File: src/rtl/irq_seq_pkg.sv
package irq_seq_pkg;
    typedef enum logic [1:0] {
        ST_IDLE = 2'd0,
        ST_PUSH = 2'd1,
        ST_POP  = 2'd2
    } seq_state_e;
endpackage

File: src/rtl/irq_pend.sv
module irq_pend #(
    parameter int N = 4
) (
    input  logic         clk,
    input  logic         rst_n,
    input  logic [N-1:0] set_i,
    input  logic [N-1:0] clr_i,
    output logic [N-1:0] pend_o
);
    logic [N-1:0] pend_d, pend_q;

    for (genvar i = 0; i < N; i++) begin : g_lat
        // a new request in the same cycle as its acceptance is kept
        assign pend_d[i] = set_i[i] | (pend_q[i] & ~clr_i[i]);

        p_hold_r5: assert property (@(posedge clk) disable iff (!rst_n)
            (pend_q[i] && !clr_i[i]) |=> pend_q[i]);
        p_clear_r9: assert property (@(posedge clk) disable iff (!rst_n)
            (clr_i[i] && !set_i[i]) |=> !pend_q[i]);
    end

    always_ff @(posedge clk or negedge rst_n) begin
        if (!rst_n) pend_q <= '0;
        else        pend_q <= pend_d;
    end

    assign pend_o = pend_q;
endmodule

File: src/rtl/irq_pick.sv
module irq_pick #(
    parameter int N  = 4,
    localparam int IW = (N > 1) ? $clog2(N) : 1
) (
    input  logic [N-1:0]  pend_i,
    input  logic [N-1:0]  en_i,
    output logic [N-1:0]  grant_o,
    output logic [IW-1:0] idx_o,
    output logic          any_o
);
    logic [N-1:0] elig;
    assign elig = pend_i & en_i;

    always_comb begin
        grant_o = '0;
        idx_o   = '0;
        any_o   = 1'b0;
        for (int i = N - 1; i >= 0; i--) begin
            if (elig[i]) begin
                grant_o = '0;
                grant_o[i] = 1'b1;
                idx_o   = IW'(i);
                any_o   = 1'b1;
            end
        end
    end
endmodule

File: src/rtl/irq_entry_seq.sv
module irq_entry_seq
    import irq_seq_pkg::*;
#(
    parameter int          PC_W     = 14,
    parameter int          PAGE_W   = 6,
    parameter int          DW       = 8,
    parameter int          SRC_N    = 4,
    parameter int          MASK_BIT = 4,
    parameter int          VEC_PAGE = 3,
    parameter int          VEC_TOP  = 'h3FF0,
    parameter int          VEC_STEP = 16,
    localparam int         IW       = $clog2(SRC_N),
    localparam int         EN_W     = SRC_N - 1,
    localparam int         PCH_W    = PC_W - DW
) (
    input  logic              clk,
    input  logic              rst_n,
    input  logic [SRC_N-1:0]  req_i,
    input  logic [EN_W-1:0]   irq_en_i,
    input  logic              boundary_i,
    input  logic              ret_i,
    input  logic              stop_i,
    input  logic [PC_W-1:0]   cur_pc_i,
    input  logic [PAGE_W-1:0] cur_page_i,
    input  logic [DW-1:0]     cur_ps_i,
    input  logic [DW-1:0]     cur_sp_i,
    output logic              mem_we_o,
    output logic [DW-1:0]     mem_addr_o,
    output logic [DW-1:0]     mem_wdata_o,
    input  logic [DW-1:0]     mem_rdata_i,
    output logic              sp_ld_o,
    output logic [DW-1:0]     sp_nxt_o,
    output logic              pc_ld_o,
    output logic [PC_W-1:0]   pc_nxt_o,
    output logic              page_ld_o,
    output logic [PAGE_W-1:0] page_nxt_o,
    output logic              ps_ld_o,
    output logic [DW-1:0]     ps_nxt_o,
    output logic              ack_o,
    output logic [IW-1:0]     ack_src_o,
    output logic              busy_o,
    output logic              wake_o
);
    localparam int EXT_IDX = 2;

    typedef struct packed {
        seq_state_e        st;
        logic [2:0]        step;
        logic [PC_W-1:0]   pc;
        logic [PAGE_W-1:0] page;
        logic [DW-1:0]     ps;
    } seq_s;

    seq_s s_d, s_q;

    logic [SRC_N-1:0] pend, grant, clr, en_full;
    logic [IW-1:0]    win;
    logic             any;

    assign en_full = {1'b1, irq_en_i};

    irq_pend #(.N(SRC_N)) u_pend (
        .clk(clk), .rst_n(rst_n), .set_i(req_i), .clr_i(clr), .pend_o(pend)
    );

    irq_pick #(.N(SRC_N)) u_pick (
        .pend_i(pend), .en_i(en_full), .grant_o(grant), .idx_o(win), .any_o(any)
    );

    function automatic logic [PC_W-1:0] vec_of(input logic [IW-1:0] idx);
        return PC_W'(VEC_TOP - int'(idx) * VEC_STEP);
    endfunction

    always_comb begin
        s_d         = s_q;
        clr         = '0;
        mem_we_o    = 1'b0;
        mem_addr_o  = cur_sp_i;
        mem_wdata_o = '0;
        sp_ld_o     = 1'b0;
        sp_nxt_o    = cur_sp_i;
        pc_ld_o     = 1'b0;
        pc_nxt_o    = vec_of(win);
        page_ld_o   = 1'b0;
        page_nxt_o  = PAGE_W'(VEC_PAGE);
        ps_ld_o     = 1'b0;
        ps_nxt_o    = s_q.ps;
        ack_o       = 1'b0;
        ack_src_o   = win;
        case (s_q.st)
            ST_IDLE: begin
                if (boundary_i) begin
                    if (ret_i) begin
                        s_d.st   = ST_POP;
                        s_d.step = '0;
                    end else if (!cur_ps_i[MASK_BIT] && any) begin
                        ack_o    = 1'b1;
                        clr      = grant;
                        s_d.st   = ST_PUSH;
                        s_d.step = '0;
                        s_d.pc   = vec_of(win);
                        s_d.page = cur_page_i;
                        s_d.ps   = cur_ps_i;
                    end
                end
            end
            ST_PUSH: begin
                mem_we_o = 1'b1;
                sp_ld_o  = 1'b1;
                sp_nxt_o = cur_sp_i - 1'b1;
                case (s_q.step)
                    3'd0:    mem_wdata_o = cur_pc_i[DW-1:0];
                    3'd1:    mem_wdata_o = DW'(cur_pc_i[PC_W-1:DW]);
                    3'd2:    mem_wdata_o = DW'(s_q.page);
                    default: mem_wdata_o = s_q.ps;
                endcase
                s_d.step = s_q.step + 3'd1;
                if (s_q.step == 3'd3) begin
                    pc_ld_o   = 1'b1;
                    pc_nxt_o  = s_q.pc;
                    page_ld_o = 1'b1;
                    ps_ld_o   = 1'b1;
                    ps_nxt_o  = s_q.ps | DW'(1 << MASK_BIT);
                    s_d.st    = ST_IDLE;
                end
            end
            ST_POP: begin
                if (s_q.step != 3'd4) begin
                    mem_addr_o = cur_sp_i + 1'b1;
                    sp_ld_o    = 1'b1;
                    sp_nxt_o   = cur_sp_i + 1'b1;
                end
                case (s_q.step)
                    3'd1: s_d.ps = mem_rdata_i;
                    3'd2: s_d.page = mem_rdata_i[PAGE_W-1:0];
                    3'd3: s_d.pc[PC_W-1:DW] = mem_rdata_i[PCH_W-1:0];
                    default: ;
                endcase
                s_d.step = s_q.step + 3'd1;
                if (s_q.step == 3'd4) begin
                    pc_ld_o    = 1'b1;
                    pc_nxt_o   = {s_q.pc[PC_W-1:DW], mem_rdata_i};
                    page_ld_o  = 1'b1;
                    page_nxt_o = s_q.page;
                    ps_ld_o    = 1'b1;
                    ps_nxt_o   = s_q.ps & ~DW'(1 << MASK_BIT);
                    s_d.st     = ST_IDLE;
                end
            end
            default: s_d.st = ST_IDLE;
        endcase
    end

    always_ff @(posedge clk or negedge rst_n) begin
        if (!rst_n) s_q <= '{st: ST_IDLE, step: '0, pc: '0, page: '0, ps: '0};
        else        s_q <= s_d;
    end

    assign busy_o = (s_q.st != ST_IDLE);
    assign wake_o = stop_i & pend[EXT_IDX] & irq_en_i[EXT_IDX];

    // at most one source granted
    p_onehot_grant_r1: assert property (@(posedge clk) disable iff (!rst_n)
        $onehot0(grant));
    // first save lands at the stack pointer seen at acceptance
    p_push_follows_ack_r3: assert property (@(posedge clk) disable iff (!rst_n)
        ack_o |=> (mem_we_o && mem_addr_o == $past(cur_sp_i)));
    // return starts by raising the stack pointer
    p_pop_starts_up_r6: assert property (@(posedge clk) disable iff (!rst_n)
        (!busy_o && boundary_i && ret_i) |=>
            (sp_ld_o && !mem_we_o && sp_nxt_o == DW'($past(cur_sp_i) + 1'b1)));
    // wake only while halted
    p_wake_in_stop_r8: assert property (@(posedge clk) disable iff (!rst_n)
        wake_o |-> stop_i);
endmodule

File: config.mk
export PLATFORM = sky130hd
export DESIGN_NAME = irq_entry_seq
export DESIGN_NICKNAME = d
export VERILOG_FILES = /design/src/rtl/irq_seq_pkg.sv /design/src/rtl/irq_pend.sv /design/src/rtl/irq_pick.sv /design/src/rtl/irq_entry_seq.sv
export SDC_FILE = /design/constraint.sdc
export NUM_CORES = 1
export LEC_CHECK = 0
export BUFFER_PORTS_ARGS = -buffer_cell sky130_fd_sc_hd__buf_4
export CORE_UTILIZATION = 44
export DETAILED_ROUTE_END_ITERATION = 12
export PLACE_DENSITY = 0.76
export SKIP_CTS_REPAIR_TIMING = 1
export SKIP_LAST_GASP = 1
export SYNTH_ARGS = -nofsm -noshare
export SYNTH_HDL_FRONTEND = slang
export SYNTH_HIERARCHICAL = 1
export SYNTH_SLANG_ARGS = --single-unit
export TNS_END_PERCENT = 1
File: constraint.sdc
create_clock -name clk -period 2.1 [get_ports clk]
set_input_delay 0.315 -clock clk [delete_from_list [all_inputs] [get_ports clk]]
set_output_delay 0.315 -clock clk [all_outputs]
set_load 0.02 [all_outputs]
# == Yosys cells after proc, flatten, opt, wreduce, memory -nomap -nowiden ==
# Cells that the tools add are included.
# word_totals
ff_bits,37
word_cells,109
out_inout_bits,62
input_bits,56
# classes
add_sub_neg,4
bitwise_logic,16
n_mux,52
eq_ne,16
reduce_logical,14
# ops
cell,count
$mux W33,2
$pmux W14 S2,2
$mux W4,8
$mux W8,4
$mux W14,2
$mux W28,1
$mux W6,4
$pmux W8 S3,1
$pmux W8 S2,1
$mux W5,3
$reduce_and A5 Y1,3
$sub A14 B6 Y14 const A,1
$mux W1,12
$mux W2,6
$ne A2 B2 Y1 const B,6
$pmux W6 S2,1
$pmux W5 S2,1
$add A8 B1 Y8 const B,1
$reduce_and A4 Y1,2
$sub A8 B1 Y8 const B,1
$and A1 B1 Y1,6
$eq A3 B2 Y1 const B,2
$ne A3 B3 Y1 const B,2
$pmux W2 S3,1
other kinds (18),29

# == Longest topological paths before layout ==
# logic_depth
depth_word,13
depth_mapped,9
ltp_nobuf,7

# == By module ==
# The synthesis kept the hierarchy.
# by_module_without_submodules
mod,n_inst,seq_area_each_um2,cells_per_inst,area_each_um2
irq_entry_seq,1,700.7,305,2612.5
irq_pend,1,100.1,12,145.1
irq_pick,1,0.0,12,78.8

# == Worst setup path before layout ==
# Ideal clock, no wire load.
# synth_path
kind,register to output
from,reg s_q[31] (netlist bit)
to,out sp_nxt_o[5]
t_required_ps,1785
path_slack_ps,-123
n_path_buf,1
path_stages_with_launch,8
t_arrival_ps,1908
cell_sequence,dfrtp_1 > inv_1 > ha_1 > buf_4 > a21boi_2 > and4_1 > a311oi_1 > nor3_1
# synth_via
elab_chain_len,2
elab_cells_between_ends,3
classes_between,2 x eq/ne; 1 x mux
# synth_rtl
item,line,text
from (decl),irq_entry_seq.sv:54,"seq_s s_d, s_q;"
from (signal assigned),irq_entry_seq.sv:155,"if (!rst_n) s_q <= '{st: ST_IDLE, step: '0, pc: '0, page: '0, ps: '0};"
$eq A2 B2 Y1 or $eq A2 B1 Y1 (tied branches),irq_entry_seq.sv:90,case (s_q.st)
$pmux W8 S2 *,irq_entry_seq.sv:90,
to (decl),irq_entry_seq.sv:32,"output logic [DW-1:0] sp_nxt_o,"
# Mark *: on every way between the ends. The rest lies on a longest branch, timed or not.

# == Worst setup path after layout ==
# layout_path
from,reg s_q[29] (netlist bit)
to,out pc_nxt_o[12]
# layout_via
elab_chain_len,3
elab_cells_between_ends,5
classes_between,2 x eq/ne; 3 x mux
# layout_rtl
item,line,text
$eq A3 B3 Y1 or $eq A3 B2 Y1 (tied branches),"irq_entry_seq.sv:140, irq_entry_seq.sv:118",
"$mux W14, on equally long branches","irq_entry_seq.sv:140, irq_entry_seq.sv:118",
$pmux W14 S2 *,irq_entry_seq.sv:90,
to (decl),irq_entry_seq.sv:34,"output logic [PC_W-1:0] pc_nxt_o,"
# Marks and branches as above.

==> run metrics <==
vias roughly 3100; via/cell ratio between 5 and 6; global-route wire length before repair ~13000 um; core area between 0.006 and 0.007 sq mm; Rows 28; CP Class flip-flop to output pin; DIE AREA approximately 0.0068 sq mm; Iteration-0 DRC Markers 280; Max-cap violations 0; buffers and inverters on the worst path 4; input/output buffers between 100 and 150; die width slightly above 80 um; synth top area cells dfrtp_1, mux2_4, ha_1; FF+latch count, synth 32; later-pin clock latency in the skew report 0.27 ns; CTS Sinks 32; vias in the first global route 2790; Final Hold Viols 0; Final period util 104.4%; sequential share of the synthesized area between 20% and 30%; drt drc 0; H-Tree Level Count 2; RD Place Congestion between 0.8 and 0.9; Worst setup EP type output pin; final WL 8965 um; CTS tree yes; area share of the largest cell type after synthesis 28.23%; GRT Util Overall around a quarter; Fillers between 500 and 600; Synth area leader dfrtp_1; Syn Inst Count 329; synth unique cells 61; most used cell, CP buf_4; Root Driver clkbuf_8; crit path launch type flip-flop; cells along the critical path inv_2 -> ha_4 -> buf_4 -> a21bo_2 -> nand2_2 -> a21oi_4 -> buf_6 -> nand2_1 -> buf_4; Inserted Clock Buffers 5; die span in y 82.29 um; EDFF count, synth 0; Setup WS post-layout -0.09180 ns; Max Slew Vio Count 0; DRT Pass-1 Iters 7; Setup Skew around 0.0045 ns; mapped cell area between 0.002 and 0.003 sq mm; initial antenna violation count 0; clock slew at the register clock pins of the worst setup and hold paths roughly 0.06 ns; CTS max path bufs 2; Largest stage delay, worst path 0.41 ns; layout cells sized above 1 between 40% and 50%; Setup WS pre-CTS between 0.01 and 0.015 ns; GRT overflow 0; fin crit period approximately 2.2 ns; most frequent cells in the layout buf_4, dfrtp_1, nand2_1; Final Util 68.48%; initial core utilization a little under half; VDD IR max 617.2 uV; commonest non-fill, non-tap cell in the layout buf_4; DR WL/cell between 15 and 20 um; FFs w/ async S/R, synth 100.0%; Highest Clock Rate 456.2 MHz; Routed Antenna Nets 0; critical path required time roughly 1.8 ns; status complete, but fails checks; YS warnings 6; Final nets between 500 and 600; Leak Pwr between 2 and 2.5 nW; DP HPWL about 6700 um; Crit-path slowest cell dfrtp_1; Worst Path Arrival between 1.5 and 2 ns; Setup-failing EPs final 28; io pins ~120; Main synth FF type dfrtp_1; power density over cell area 1181 mW/mm^2; class of the worst hold path input port to flip-flop; largest net degree at the start of global routing 33; Mean Syn Cell Area 8.621 sq um; Antenna diodes 0; RSZ-0062 raised after global routing yes; critical-path maximum fanout 6; Area growth syn-to-layout 46.32%; failing checks negative setup slack; crit-path leading delay family buffers and inverters
[cells by family after synthesis]
group,after synthesis,share of synthesized area [%]
adder cells (fa/ha/maj),10,4.411
other,1,0.1322
flip-flops,32,28.23
XOR/XNOR,7,2.161
multiplexers,26,12.00
buffers and inverters,59,10.59
AO/OA/AOI/OAI,91,23.29
AND/OR/NAND/NOR,103,19.19
[worst register-to-register path, cell delays in order, from the launching register on]
cell and delay (ns):
dfrtp_1 0.39, and2_4 0.17, nand2b_4 0.15, nand3b_1 0.18, and4bb_4 0.25, mux2i_4 0.18, or2_1 0.33, mux2_4 0.33
[area by class of cell]
class | count | area (sq um) | area share, %
sequential | 32 | 800.8 | 19.29
inverter | 26 | 102.6 | 2.472
multi-input combinational | 239 | 1883 | 45.37
timing repair buffer | 157 | 1192 | 28.73
tap | 75 | 93.84 | 2.261
clock buffer | 6 | 72.57 | 1.749
clock inverter | 1 | 5.005 | 0.1206
[cells in the mapped netlist (6+ instances only)]
| master | instances |
|---|---|
| o21ai_0 | 13 |
| clkbuf_1 | 11 |
| a222oi_1 | 6 |
| inv_1 | 26 |
| mux2i_1 | 10 |
| dfrtp_1 | 32 |
| nand2_1 | 29 |
| a21oi_1 | 24 |
| a22o_1 | 14 |
| a21o_1 | 6 |
| mux2_4 | 13 |
| ha_1 | 10 |
| nor2_1 | 26 |
| and3_1 | 9 |
| buf_4 | 11 |
[metrics by stage]
step                      total power, mW  cells  hold slack (ns)  area, sq um  TNS (ns)
after floorplan                     2.985    330          0.01941         2845   -0.2336
after global placement              4.076    521           0.2773         3855         0
after detailed placement            4.142    521           0.2833         3855         0
after CTS                           4.599    528         -0.01321         3933    -7.697
after global routing                5.184    536           0.2093         4150    -4.467
final                               4.900    536           0.2143         4150    -1.308
[flip-flops by register name, summed over array words and instances, names as in the netlist]
name,flops
s_q,28
u_pend/pend_o,4
[report_power, final]
| part | total (mW) | switching [mW] | internal [mW] |
|---|---|---|---|
| clock network | 0.441 | 0.216 | 0.225 |
| logic | 3.45 | 1.84 | 1.61 |
| registers | 1.01 | 0.172 | 0.839 |
[final timing paths]
| path | start | endpoint | slack, ns | depth (start not counted) |
|---|---|---|---|---|
| hold / removal | req_i[2] | u_pend/pend_o[2] | 0.21 | 2 |
| hold reg to reg | s_q[19] | s_q[19] | 0.48 | 2 |
| min in group asynchronous | rst_n | s_q[3] | 0.52 | 2 |
| max in group asynchronous | rst_n | u_pend/pend_o[3] | 1.27 | 2 |
| setup reg to reg | u_pend/pend_o[0] | s_q[9] | 0.01 | 7 |
| setup / recovery | s_q[29] | pc_nxt_o[12] | -0.09 | 9 |
[layer usage]
metal / wire (um) / share of wire, % / GRT usage [%] / vias to the layer above
met3: 720 / 8.0 / 4.505 / 13
met5: 0 / 0 / 0 / -
met4: 118 / 1.3 / 4.211 / 0
li1: - / - / - / 1424
met2: 4490 / 50 / 43.88 / 175
met1: 3635 / 41 / 32.81 / 1482
Note: power is estimated with default switching activity, not from simulation.
